File: src/rtl/gp_timer_pkg.sv
package gp_timer_pkg;
   typedef enum logic [1:0] {
      MODE_ONESHOT  = 2'b00,
      MODE_PERIODIC = 2'b01,
      MODE_TOGGLE   = 2'b10,
      MODE_FREE     = 2'b11
   } tmr_mode_e;

   typedef enum logic [1:0] {
      EDGE_NONE = 2'b00,
      EDGE_RISE = 2'b01,
      EDGE_FALL = 2'b10,
      EDGE_BOTH = 2'b11
   } edge_sel_e;
endpackage

File: src/rtl/gp_timer_edge.sv
module gp_timer_edge
   import gp_timer_pkg::*;
#(
   parameter int STAGES = 2
) (
   input  logic      clk,
   input  logic      rst_n,
   input  logic      din,
   input  edge_sel_e sel,
   output logic      pulse
);
   logic [STAGES-1:0] chain;
   logic              last;
   logic              cur;
   logic              rise;
   logic              fall;

   if (STAGES < 1) begin : g_bad_stages
      $error("gp_timer_edge: STAGES must be at least 1");
   end

   if (STAGES == 1) begin : g_one
      always_ff @(posedge clk or negedge rst_n) begin
         if (!rst_n) chain <= '0;
         else        chain <= din;
      end
   end else begin : g_many
      always_ff @(posedge clk or negedge rst_n) begin
         if (!rst_n) chain <= '0;
         else        chain <= {chain[STAGES-2:0], din};
      end
   end

   assign cur = chain[STAGES-1];

   always_ff @(posedge clk or negedge rst_n) begin
      if (!rst_n) last <= 1'b0;
      else        last <= cur;
   end

   assign rise = cur & ~last;
   assign fall = ~cur & last;

   always_comb begin
      unique case (sel)
         EDGE_RISE: pulse = rise;
         EDGE_FALL: pulse = fall;
         EDGE_BOTH: pulse = rise | fall;
         default:   pulse = 1'b0;
      endcase
   end
endmodule

File: src/rtl/gp_timer_presc.sv
module gp_timer_presc #(
   parameter int PSC_W = 8
) (
   input  logic             clk,
   input  logic             rst_n,
   input  logic             run,
   input  logic             restart,
   input  logic             evt_mode,
   input  logic             evt_pulse,
   input  logic [PSC_W-1:0] div,
   output logic             tick
);
   logic [PSC_W-1:0] pcnt;
   logic             wrap;

   assign wrap = (pcnt == div);

   always_ff @(posedge clk or negedge rst_n) begin
      if (!rst_n) begin
         pcnt <= '0;
      end else if (!run || restart || evt_mode) begin
         pcnt <= '0;
      end else if (wrap) begin
         pcnt <= '0;
      end else begin
         pcnt <= pcnt + 1'b1;
      end
   end

   assign tick = run & ~restart & (evt_mode ? evt_pulse : wrap);
endmodule

File: src/rtl/gp_timer_count.sv
module gp_timer_count
   import gp_timer_pkg::*;
#(
   parameter int CNT_W = 24
) (
   input  logic             clk,
   input  logic             rst_n,
   input  logic             tick,
   input  logic             restart,
   input  logic             cap_wipe,
   input  tmr_mode_e        mode,
   input  logic [CNT_W-1:0] cmp,
   output logic [CNT_W-1:0] cnt,
   output logic             match,
   output logic             tog
);
   logic [CNT_W-1:0] nxt;
   logic             step;

   assign step  = tick & ~cap_wipe & ~restart;
   assign nxt   = cnt + 1'b1;
   assign match = step & (nxt == cmp);

   always_ff @(posedge clk or negedge rst_n) begin
      if (!rst_n) begin
         cnt <= '0;
      end else if (restart || cap_wipe) begin
         cnt <= '0;
      end else if (step) begin
         if (match && mode != MODE_FREE) cnt <= '0;
         else                            cnt <= nxt;
      end
   end

   always_ff @(posedge clk or negedge rst_n) begin
      if (!rst_n)                             tog <= 1'b0;
      else if (match && mode == MODE_TOGGLE)  tog <= ~tog;
   end
endmodule

File: src/rtl/gp_timer.sv
module gp_timer
   import gp_timer_pkg::*;
#(
   parameter int CNT_W       = 24,
   parameter int PSC_W       = 8,
   parameter int SYNC_STAGES = 2
) (
   input  logic             clk,
   input  logic             rst_n,
   input  logic             start,
   input  logic             stop,
   input  logic [1:0]       mode,
   input  logic [PSC_W-1:0] prescale,
   input  logic [CNT_W-1:0] compare,
   input  logic             evt_count_en,
   input  logic             evt_pin,
   input  logic [1:0]       evt_edge,
   input  logic             cap_pin,
   input  logic [1:0]       cap_edge,
   input  logic             cap_clr_cnt,
   input  logic             tmo_clr,
   input  logic             cap_clr,
   input  logic             trig_on_tmo,
   input  logic             trig_on_cap,
   output logic             busy,
   output logic [CNT_W-1:0] count,
   output logic [CNT_W-1:0] capture,
   output logic             tmo_flag,
   output logic             cap_flag,
   output logic             tog_out,
   output logic             trig_out
);
   localparam int MIN_CNT_W = 2;

   if (CNT_W < MIN_CNT_W) begin : g_bad_cnt
      $error("gp_timer: CNT_W too small");
   end
   if (PSC_W < 1) begin : g_bad_psc
      $error("gp_timer: PSC_W must be at least 1");
   end

   tmr_mode_e mode_e;
   logic      evt_pulse;
   logic      cap_evt;
   logic      cap_rst_evt;
   logic      cap_latch_evt;
   logic      tick;
   logic      match_evt;

   assign mode_e = tmr_mode_e'(mode);

   gp_timer_edge #(.STAGES(SYNC_STAGES)) u_evt_edge (
      .clk   (clk),
      .rst_n (rst_n),
      .din   (evt_pin),
      .sel   (edge_sel_e'(evt_edge)),
      .pulse (evt_pulse)
   );

   gp_timer_edge #(.STAGES(SYNC_STAGES)) u_cap_edge (
      .clk   (clk),
      .rst_n (rst_n),
      .din   (cap_pin),
      .sel   (edge_sel_e'(cap_edge)),
      .pulse (cap_evt)
   );

   assign cap_rst_evt   = cap_evt & cap_clr_cnt;
   assign cap_latch_evt = cap_evt & ~cap_clr_cnt;

   gp_timer_presc #(.PSC_W(PSC_W)) u_presc (
      .clk       (clk),
      .rst_n     (rst_n),
      .run       (busy),
      .restart   (start),
      .evt_mode  (evt_count_en),
      .evt_pulse (evt_pulse),
      .div       (prescale),
      .tick      (tick)
   );

   gp_timer_count #(.CNT_W(CNT_W)) u_count (
      .clk      (clk),
      .rst_n    (rst_n),
      .tick     (tick),
      .restart  (start),
      .cap_wipe (cap_rst_evt),
      .mode     (mode_e),
      .cmp      (compare),
      .cnt      (count),
      .match    (match_evt),
      .tog      (tog_out)
   );

   always_ff @(posedge clk or negedge rst_n) begin
      if (!rst_n)                                  busy <= 1'b0;
      else if (stop)                               busy <= 1'b0;
      else if (match_evt && mode_e == MODE_ONESHOT) busy <= 1'b0;
      else if (start)                              busy <= 1'b1;
   end

   always_ff @(posedge clk or negedge rst_n) begin
      if (!rst_n)             capture <= '0;
      else if (cap_latch_evt) capture <= count;
   end

   always_ff @(posedge clk or negedge rst_n) begin
      if (!rst_n)         tmo_flag <= 1'b0;
      else if (match_evt) tmo_flag <= 1'b1;
      else if (tmo_clr)   tmo_flag <= 1'b0;
   end

   always_ff @(posedge clk or negedge rst_n) begin
      if (!rst_n)       cap_flag <= 1'b0;
      else if (cap_evt) cap_flag <= 1'b1;
      else if (cap_clr) cap_flag <= 1'b0;
   end

   always_ff @(posedge clk or negedge rst_n) begin
      if (!rst_n) trig_out <= 1'b0;
      else        trig_out <= (match_evt & trig_on_tmo) | (cap_evt & trig_on_cap);
   end
endmodule

File: config.mk
export PLATFORM = sky130hd
export DESIGN_NAME = gp_timer
export DESIGN_NICKNAME = d
export VERILOG_FILES = /design/src/rtl/gp_timer_pkg.sv /design/src/rtl/gp_timer_edge.sv /design/src/rtl/gp_timer_presc.sv /design/src/rtl/gp_timer_count.sv /design/src/rtl/gp_timer.sv
export SDC_FILE = /design/constraint.sdc
export NUM_CORES = 1
export LEC_CHECK = 0
export BUFFER_PORTS_ARGS = -buffer_cell sky130_fd_sc_hd__buf_4
export CORE_ASPECT_RATIO = 1.5
export CORE_UTILIZATION = 45
export DETAILED_ROUTE_END_ITERATION = 8
export PLACE_DENSITY = 0.74
export SYNTH_ARGS = -nofsm -noshare
export SYNTH_HDL_FRONTEND = slang
export SYNTH_HIERARCHICAL = 1
export SYNTH_SLANG_ARGS = --single-unit
File: constraint.sdc
create_clock -name clk -period 4.54 [get_ports clk]
set_clock_uncertainty 0.2 [all_clocks]
set_input_delay 0.227 -clock clk [delete_from_list [all_inputs] [get_ports clk]]
set_output_delay 0.227 -clock clk [all_outputs]
set_load 0.005 [all_outputs]
==> metrics <==
Async SR Flop Fraction=1.00; CTS clk-pin slew, worst paths=0.06 ns; largest net degree at the start of global routing=68; drt first pass iters=4; Gate power share=0.093; Flop pwr share=0.412; Tmin final=4.17 ns; Psw=326 µW; initial antenna violation count=0; synthesized flop and latch total=67; Slew headroom=0.314; Top FF cell, synth=dfrtp_1; fmax=240 MHz; Largest stage delay, worst path=0.58 ns; Gate Count Post-Synth=422; Final Cycle Share=0.919; max_cap viols=0; pwr/cell area=270 nW/µm²; Setup crit start kind=flop; critical path capture point type=flop; GPL Wtd Cong=0.900; fraction of final layout cells sized beyond drive strength 1=0.314; first-pass GRT wire length=17400 µm; PostCTS Resize Cnt=0; final WL=11200 µm; vias per inst=5.87; root buffer cell=clkbuf_16; Detailed Route Iter0 Violations=195; Internal=1.15 mW; core area=9250 µm²; nets@finish=580; Inserted Clock Buffers=9; worst path arrival time=4.19 ns; setup TNS=0 ns; max-slew violations=0; die area=9890 µm²; Worst Path Required=4.55 ns; Worst Setup Slack, final=0.366 ns; CP top delay family=simple AND/OR/NAND/NOR gates; Fill cells=813; DR WL/cell=17.5 µm; Hold Fails Final Rpt=0; Slew @ Worst Pin=1.03 ns; # IOs=103; Syn Area/Cell=10.1 µm²; Syn. warnings=6; synth unique cells=70; Hold WC Path Type=input pin to flop; most frequent CP cell=nand3_1; DRT antenna net count=0; placed cell count=615; Post-DP HPWL=8090 µm; input/output buffers=102; total power=1.47 mW; final core occ=0.591; H-Tree Depth=3; worst skew pair latency=0.33 ns; # setup viols final=0; critical path, cell by cell=xor2_1, nor4_4, a31o_1, buf_4, and4_1, nand3_1, a211o_1, nor4_1, nand3_1, nor3b_1, a211oi_1, dlygate4sd3_1; crit-path max FO=10; Layout area overhead=28.0%; Post-synth EDFFs=0; Worst VDD drop=215 µV; DIE WIDTH=81.5 µm; Place WS=0.746 ns; leakage power=2.49 nW; Bufs on Longest Clock Path=2; gr usage total=0.235; Slowest-stage cell, CP=dlygate4sd3_1; switching share of power=0.221; WP buf/inv=2; Die Height=121 µm; Cell Count, Final, Fillers Out=641; Core Rows=43; vias post-DR=3760; WS Path Type=flop to flop; vias in the first global route=3603; RSZ-0062 raised after global routing=false; starting density of the core=0.461; antenna cell count=0; CTS sink cnt=67; DRC errors left=0; CTS tree=yes; GR Overflow Total=0; clock power share=0.495; Seq/Total Area, Yosys=0.393; Syn Std Cell Area=4270 µm²; Mapped Nets=478; outcome=finished, final reports clean
flip-flops by register name, indices dropped and copies added (netlist names), 2 cells and up:
name / count
capture: 24
u_count/cnt: 24
u_evt_edge/chain: 2
u_presc/pcnt: 8
u_cap_edge/chain: 2
per-stage QoR:
stage          cell area, µm²  hold WS [ns]
2_1_floorplan            4270        -0.269
3_3_place_gp             5050         0.138
3_5_place_dp             5050         0.144
4_1_cts                  5470        0.0768
5_1_grt                  5470        0.0781
6_report                 5470        0.0798
power groups by stage:
| stage | combinational [mW] | sequential (mW) | clock, mW |
|---|---|---|---|
| after floorplan | 0.0640 | 0.617 | 0 |
| after global placement | 0.128 | 0.617 | 0 |
| after detailed placement | 0.130 | 0.618 | 0 |
| after CTS | 0.138 | 0.607 | 0.743 |
| after global routing | 0.150 | 0.608 | 0.773 |
| final | 0.137 | 0.607 | 0.730 |
layout by cell type, fill, tap and decap left out, drive strengths merged, types with 3 or more instances in the layout:
master / instances
a211oi: 8
a21o: 4
a21oi: 3
a221oi: 3
a22oi: 3
a31oi: 5
and3: 4
and4: 3
buf: 107
clkbuf: 11
dfrtp: 67
dlygate4sd3: 10
ha: 6
inv: 13
mux2: 24
nand2: 42
nand2b: 3
nand3: 17
nand4: 24
nor2: 21
nor2b: 7
nor3: 6
nor3b: 6
nor4: 9
o21ai: 15
o311ai: 12
o31ai: 4
or3: 7
or3b: 3
or4: 5
xnor2: 20
xor2: 27
worst min-delay path: cells and delay by family:
| family | cells | cell delay, ns |
|---|---|---|
| buffers and inverters | 1 | 0.12 |
| AND/OR/NAND/NOR | 1 | 0.16 |
| XOR/XNOR | 1 | 0.06 |
Yosys cell counts (all sizes together) (3+ instances only):
cell type  number  area [µm²]
nor4            9         108
a211oi          8        60.1
nand2b          3        18.8
xor2           27         236
o31ai           4        30.0
mux2           24         345
and3            4        25.0
or4             5        41.3
clkbuf         11        41.3
a22oi           3        22.5
o21ai          15        75.1
nor3b           6        45.0
nand3          17        90.1
or3             7        43.8
or3b            3        26.3
nand4          24         184
ha              6        75.1
a31oi           5        31.3
a21o            4        31.3
and4            3        26.3
a21oi           3        15.0
xnor2          20         175
a221oi          3        32.5
dfrtp          67        1680
o311ai         12         105
nor2b           7        51.3
nand2          42         160
nor3            6        30.0
inv            13        48.8
buf            15         116
nor2           21        78.8
layer usage:
layer | share of wire | vias to the layer above | track usage
met5 | 0 | - | 0
met4 | 0.026 | 0 | 0.128
met3 | 0.041 | 23 | 0.0361
met2 | 0.52 | 114 | 0.395
met1 | 0.41 | 1862 | 0.281
li1 | - | 1761 | -
timing repair:
action / 4_1_cts / 5_1_grt
hold endpoints to repair: 74 / 0
hold buffers: 10 / 0
setup buffers: 0 / 0
path summary, 6_finish.rpt:
| path | start | to | slack, ns | depth (start not counted) |
|---|---|---|---|---|
| worst max register to register | u_presc/pcnt[6] | busy | 0.37 | 12 |
| min in group asynchronous | rst_n | trig_out | 0.34 | 2 |
| worst min-delay path | mode[1] | u_count/tog | 0.08 | 3 |
| worst max-delay path | u_presc/pcnt[6] | busy | 0.37 | 12 |
| max in group asynchronous | rst_n | capture[10] | 3.22 | 2 |
| worst min register to register | u_evt_edge/chain[0] | u_evt_edge/chain[1] | 0.15 | 0 |
cell families (layout without fill, tap and decap cells):
logic type	Yosys count	count (layout)	share of synthesized area
AO/OA/AOI/OAI	73	73	0.127
flip-flops	67	67	0.393
adder cells (fa/ha/maj)	6	6	0.0176
buffers and inverters	39	146	0.0484
multiplexers	25	25	0.0832
XOR/XNOR	47	47	0.0964
AND/OR/NAND/NOR	165	165	0.234
cell type report:
type                            count  area (µm²)  share of cell area
Clock buffer                       11         233              0.0426
Tap cell                          112         140              0.0256
Timing Repair Buffer              117         903               0.165
Clock inverter                      5        77.6              0.0142
Sequential cell                    67        1680               0.307
Multi-Input combinational cell    316        2390               0.437
Inverter                           13        48.8             0.00893
No activity file was read; power rests on OpenSTA's default activity.
